File: config.mk
export PLATFORM = sky130hd
export DESIGN_NAME = mode_ctl_reg
export DESIGN_NICKNAME = d
export VERILOG_FILES = /design/src/rtl/mode_ctl_reg.sv
export SDC_FILE = /design/constraint.sdc
export NUM_CORES = 1
export LEC_CHECK = 0
export CORE_MARGIN = 2
export CORE_UTILIZATION = 37
export DETAILED_ROUTE_END_ITERATION = 10
export PLACE_DENSITY = 0.77
export SLEW_MARGIN = 10
export SYNTH_ARGS = -nofsm -noshare
export SYNTH_HDL_FRONTEND = slang
export SYNTH_SLANG_ARGS = --single-unit
export TNS_END_PERCENT = 5
File: constraint.sdc
create_clock -name clk -period 2.43 [get_ports clk]
set_input_delay 0.729 -clock clk [delete_from_list [all_inputs] [get_ports clk]]
set_output_delay 0.729 -clock clk [all_outputs]
set_load 0.05 [all_outputs]
File: src/rtl/mode_ctl_reg.sv
module mode_ctl_reg #(
  parameter int W = 10
) (
  input  logic         clk,
  input  logic         rst_n,
  input  logic         wr_en,
  input  logic [W-1:0] wr_data,
  input  logic [1:0]   pal_sel,
  output logic [W-1:0] rd_data,
  output logic         res_10bit,
  output logic         bus_10bit,
  output logic [1:0]   op_mode,
  output logic         mode_normal,
  output logic         seq_restart,
  output logic         cal_start,
  output logic         video_en
);
  localparam int FW = 8;
  localparam int PAD = W - FW;

  typedef enum logic [1:0] {PAT_IDLE, PAT_ONE, PAT_ONE_ZERO} pat_t;

  logic [FW-1:0] word_q;
  pat_t          pat_q;
  logic          unused_hi;

  assign unused_hi = ^wr_data[W-1:FW];

  always_ff @(posedge clk or negedge rst_n) begin
    if (!rst_n) begin
      word_q      <= '0;
      pat_q       <= PAT_IDLE;
      seq_restart <= 1'b0;
      cal_start   <= 1'b0;
    end else begin
      seq_restart <= 1'b0;
      cal_start   <= 1'b0;
      if (wr_en) begin
        word_q    <= wr_data[FW-1:0];
        cal_start <= wr_data[5] & ~word_q[5];
        if (wr_data[0]) begin
          seq_restart <= (pat_q == PAT_ONE_ZERO);
          pat_q       <= PAT_ONE;
        end else begin
          pat_q <= (pat_q == PAT_ONE) ? PAT_ONE_ZERO : PAT_IDLE;
        end
      end
    end
  end

  assign rd_data     = {{PAD{1'b0}}, word_q};
  assign res_10bit   = word_q[1];
  assign bus_10bit   = word_q[2];
  assign op_mode     = word_q[4:3];
  assign mode_normal = (word_q[4:3] == 2'b00);
  assign video_en    = (pal_sel == word_q[7:6]);
endmodule

==> impl_results.md, run 1 <==
- Post-CTS sizing: 0
- Port Buf Inserts: 28
- CTS tree: done
- RSZ-0062 raised after global routing: false
- Pwr dens: 685 nW/um^2
- Clock H-tree levels: 1
- Yosys top cell by area: dfrtp_1
- Critical path class: in -> out
- Clock period minus worst slack: 2.34 ns
- Vias: 355
- Initial antenna violation count: 0
- P_leak: 0.364 nW
- Clock Latency Late Sink: 0.26 ns
- Slowest-stage cell, CP: clkdlybuf4s50_1
- Sw Ratio: 36.8%
- Critical Path AT: 1.61 ns
- Setup violators final: 0
- Final worst-path cycle share: 96.2%
- CP Cell Sequence: clkdlybuf4s50_1 > xor2_1 > nor2_2 > buf_12
- Clock Sinks: 11
- GRT Overall Usage: 12.0%
- # rows: 13
- CTS Hold Bufs: 0
- CP Max Fanout: 1
- Largest net degree at the start of global routing: 13
- CP bufs+invs: 2
- Net Sw Power: 0.000204 W
- Vias/cell: 4.44
- Syn. warnings: 0
- Mapped cell area: 522 sq um
- Die Area: 1730 sq um
- Peak Freq: 0.428 GHz
- N_diodes: 0
- Die H: 41.6 microns
- Relative slew margins: 65.8%
- Max-cap violation count: 0
- Area Overhead vs Synth: 54.7%
- Final #Nets: 81
- Pint: 0.000349 W
- ANT nets after route: 0
- Top cells by count, synth: dfrtp_1, buf_4, mux2_4
- CP top delay family: buffers and inverters
- Asr flop ratio synth: 100%
- EDFF count, synth: 0
- Initial core utilization: 40.1%
- Status: finished clean
- Reg clk slew, reported paths: 0.06 ns
- Clock Skew: 0.000153 ns
- Worst hold-check path type: reg -> reg
- Vias in the first global route: 320
- WP data required: 1.70 ns
- Drt drc: 0
- Total gr overflow: 0
- Core area: 1300 sq um
- Number of cells produced by synthesis: 39
- Worst-Margin Slew: 0.511 ns
- Worst stage delay on the critical path: 0.47 ns
- Worst ir drop on vdd: 0.000368 V
- Clock Path Buffers: 2
- Wire per inst: 11.9 microns
- Distinct cells, synth: 15
- Logic pwr share: 39.0%
- Crit. End Element: primary output
- Share of layout cells above drive strength 1: 23.1%
- Detailed-router iteration count before antenna repair: 1
- Filler Cell Count: 109
- Syn_area_per_cell: 13.4 sq um
- Ys flop type: dfrtp_1
- Setup TNS: 0 ns
- Sequential cell area fraction in the yosys report: 52.8%
- Slew Viols, Final: 0
- Die Width: 41.6 microns
- RePlAce Congestion: 0.631
- First-pass GRT wire length: 1480 microns
- Setup bufs post-CTS: 0
- Area occupied by multi-input gates: 185 sq um
- Hold Vio Cnt, Final: 0
- Area fraction of the dominant cell type after synthesis: 52.8%
- Routed WL: 952 microns
- Ports: 33
- Total CTS buffers: 3
- Sequential share of power: 38.7%
- Most common cell in the synthesized netlist: dfrtp_1
- Design area: 807 sq um
- Clock power share: 22.2%
- Register bit count reported by yosys: 11
- Placed Area: 778 sq um
- CP startpoint kind: input pin
- CTS root buf: clkbuf_4
- Synth area leaders: dfrtp_1, mux2_4, buf_4
- Drt first-iter violations: 0
- Seq. cell area: 275 sq um
-- logic make-up after synthesis --
logic type / share of synthesized area, %
muxes: 18.7
xor gates and xnor gates: 3.36
DFF: 52.8
and+or+nand+nor: 8.15
buffers and inverters: 12.9
other: 0.719
AOI/OAI and AO/OA: 3.36
-- through the flow --
step	util (%)	setup slack (ns)	power [W]	hold WS, ns	cells
2_1_floorplan	-	0.163	0.000361	0.433	40
3_3_place_gp	59.8	0.0653	0.000430	0.444	76
3_5_place_dp	59.8	0.0618	0.000433	0.453	76
4_1_cts	61.8	0.0606	0.000557	0.462	80
5_1_grt	62.0	0.0370	0.000577	0.482	80
6_report	62.0	0.0931	0.000553	0.461	80
-- path summary, 6_finish.rpt --
kind,start,endpoint,slack [ns],cells past startpoint
setup / recovery,pal_sel[1],video_en,0.09,4
hold / removal,word_q[5],cal_start,0.46,1
setup reg to reg,word_q[0],word_q[0],1.60,1
hold reg to reg,word_q[5],cal_start,0.46,1
max in group asynchronous,rst_n,cal_start,1.31,1
min in group asynchronous,rst_n,word_q[6],0.78,1
-- sequential cells by signal, summed over array words and instances, names as in the netlist --
register / count
pat_q: 1
cal_start: 1
seq_restart: 1
word_q: 8
-- area by class of cell --
class | instances | share of cell area, %
tap | 15 | 2.33
multi-input combinational | 20 | 22.9
clock buffer | 4 | 3.26
inverter | 1 | 0.465
timing repair buffer | 29 | 36.9
sequential | 11 | 34.1
-- cell usage in the layout, fill, tap and decap left out, drive strengths merged --
cell type and instances:
clkdlybuf4s50 27, dfrtp 11, mux2 7, clkbuf 4
nor2 3, xor2 2, conb 2, nand2 2
buf 2, and4b 1, nand2b 1, o31ai 1
inv 1, o21ai 1
-- power groups by stage --
stage                     clock network [W]  registers [W]  logic (W)
after global routing               0.000137       0.000217   0.000224
after CTS                          0.000127       0.000214   0.000216
final                              0.000123       0.000214   0.000216
after global placement                    0       0.000216   0.000214
after detailed placement                  0       0.000217   0.000216
after floorplan                           0       0.000261   0.000100
-- per-layer routing --
| layer | track usage, % | routed length, microns |
|---|---|---|
| met1 | 15.2 | 447 |
| met2 | 16.3 | 425 |
| met3 | 5.65 | 66 |
| met4 | 7.74 | 12 |
| met5 | 0 | 0 |
Note: power is estimated with default switching activity, not from simulation.
==> inputs of run 2 (changes only) <==
--- a/config.mk
+++ b/config.mk
@@ -9,6 +9,8 @@
 export CORE_UTILIZATION = 37
 export DETAILED_ROUTE_END_ITERATION = 10
 export PLACE_DENSITY = 0.77
+export RECOVER_POWER = 25
+export SETUP_SLACK_MARGIN = 0.3
 export SLEW_MARGIN = 10
 export SYNTH_ARGS = -nofsm -noshare
 export SYNTH_HDL_FRONTEND = slang
==> impl_results.md, run 2 (synthesized netlist as in run 1, its figures left out) <==
- Clock period minus worst slack: 2.20 ns
- Area occupied by multi-input gates: 185 sq um
- Seq. cell area: 275 sq um
- First-pass GRT wire length: 1580 microns
- Wire per inst: 11.4 microns
- Clock Skew: 0.000199 ns
- Hold path start: word_q[5]
- Flop-to-flop setup slack: 1.61 ns
- Total CTS buffers: 3
- Filler Cell Count: 121
- Largest Register: word_q
- Initial core utilization: 40.1%
- Final #Nets: 81
- RePlAce Congestion: 0.669
- WP data required: 1.70 ns
- Area Overhead vs Synth: 54.4%
- Dpl hpwl: 696 microns
- Commonest cells after routing, fill and taps aside: clkdlybuf4s50_1, dfrtp_1, mux2_4, clkbuf_4, dlygate4sd2_1
- Ports: 33
- Worst hold endpoint: cal_start
- Drt drc: 0
- Worst-Margin Slew: 0.500 ns
- Crit. End Element: primary output
- Total gr overflow: 0
- ANT nets after route: 0
- N_diodes: 0
- Setup TNS: 0 ns
- Worst reg2reg endpoint: word_q[0]
- Largest register FFs: 8
- Clock Sinks: 11
- Vias in the first global route: 362
- Initial antenna violation count: 0
- Drt first-iter violations: 3
- CP Max Fanout: 4
- Die Width: 41.6 microns
- Reg clk slew, reported paths: 0.07 ns
- Worst stage delay on the critical path: 0.82 ns
- Worst ir drop on vdd: 0.000397 V
- Clock Path Buffers: 2
- Reg2Reg Depth: 1
- Commonest non-fill, non-tap cell in the layout: clkdlybuf4s50_1
- Core area: 1300 sq um
- CP top delay family: buffers and inverters
- Max-cap violation count: 0
- Die Area: 1730 sq um
- Pwr dens: 681 nW/um^2
- Share of layout cells above drive strength 1: 23.1%
- Largest net degree at the start of global routing: 13
- CP bufs+invs: 1
- Vias/cell: 4.53
- CTS root buf: clkbuf_4
- Clock Latency Late Sink: 0.26 ns
- Detailed-router iteration count before antenna repair: 2
- Die H: 41.6 microns
- GRT Overall Usage: 11.9%
- RR Startpoint: word_q[0]
- Slew Viols, Final: 0
- CP Cell Sequence: clkdlybuf4s50_1
- Hold Vio Cnt, Final: 0
- Final worst-path cycle share: 90.6%
- # rows: 13
- Relative slew margins: 66.6%
- RSZ-0062 raised after global routing: true
- CP startpoint kind: flop
- Hold Path Stages: 1
- CTS tree: done
- Overall power: 0.000549 W
- Critical path class: reg -> out
- Worst hold-check path type: reg -> reg
- Status: finished clean
- Slowest-stage cell, CP: clkdlybuf4s50_1
- Clock H-tree levels: 1
- Peak Freq: 0.454 GHz
- Routed WL: 915 microns
- Setup violators final: 0
- Port Buf Inserts: 28
- Vias: 362
- P_leak: 0.380 nW
- Critical Path AT: 1.47 ns
==> run 2: power by group <==
group | internal [W] | total [W] | switching (W)
clock | 0.0000634 | 0.000123 | 0.0000595
combinational | 0.0000841 | 0.000212 | 0.000128
sequential | 0.000199 | 0.000213 | 0.0000143
total | 0.000347 | 0.000549 | 0.000202
==> run 2: area by class of cell <==
type	instances	area share (%)
multi-input combinational	20	23.0
tap	15	2.33
inverter	1	0.466
clock buffer	4	3.26
timing repair buffer	29	36.8
sequential	11	34.2
==> run 2: what timing repair did <==
| action | in CTS | in global routing |
|---|---|---|
| setup buffers | 0 | 0 |
| pin swaps | 1 | 0 |
| resized for setup | 3 | 1 |
| hold buffers | 0 | 0 |
| setup endpoints to repair | 14 | 15 |
==> run 2: worst max-delay path by stage <==
stage | cells after the start | slack [ns] | start | endpoint
2_1_floorplan | 2 | 0.37 | pal_sel[1] | video_en
3_3_place_gp | 4 | 0.10 | pal_sel[1] | video_en
3_5_place_dp | 4 | 0.07 | pal_sel[1] | video_en
4_1_cts | 1 | 0.17 | word_q[0] | rd_data[0]
5_1_grt | 1 | 0.17 | word_q[4] | op_mode[1]
6_report | 1 | 0.23 | word_q[4] | op_mode[1]
==> run 2: layer usage <==
| layer | track usage [%] | routed length (microns) | up-vias |
|---|---|---|---|
| met2 | 19.4 | 478 | 15 |
| met3 | 3.91 | 53 | 0 |
| met5 | 0 | 0 | - |
| met1 | 14.7 | 383 | 175 |
| li1 | - | - | 172 |
| met4 | 3.87 | 0 | 0 |
==> run 2: through the flow <==
step	cells	util [%]	setup WS, ns	cell area [sq um]	hold slack [ns]
6_report	80	61.9	0.229	806	0.453
2_1_floorplan	40	-	0.375	528	0.433
4_1_cts	80	61.7	0.173	803	0.455
5_1_grt	80	61.9	0.170	806	0.465
3_3_place_gp	76	60.0	0.102	781	0.438
3_5_place_dp	76	60.0	0.0662	781	0.444
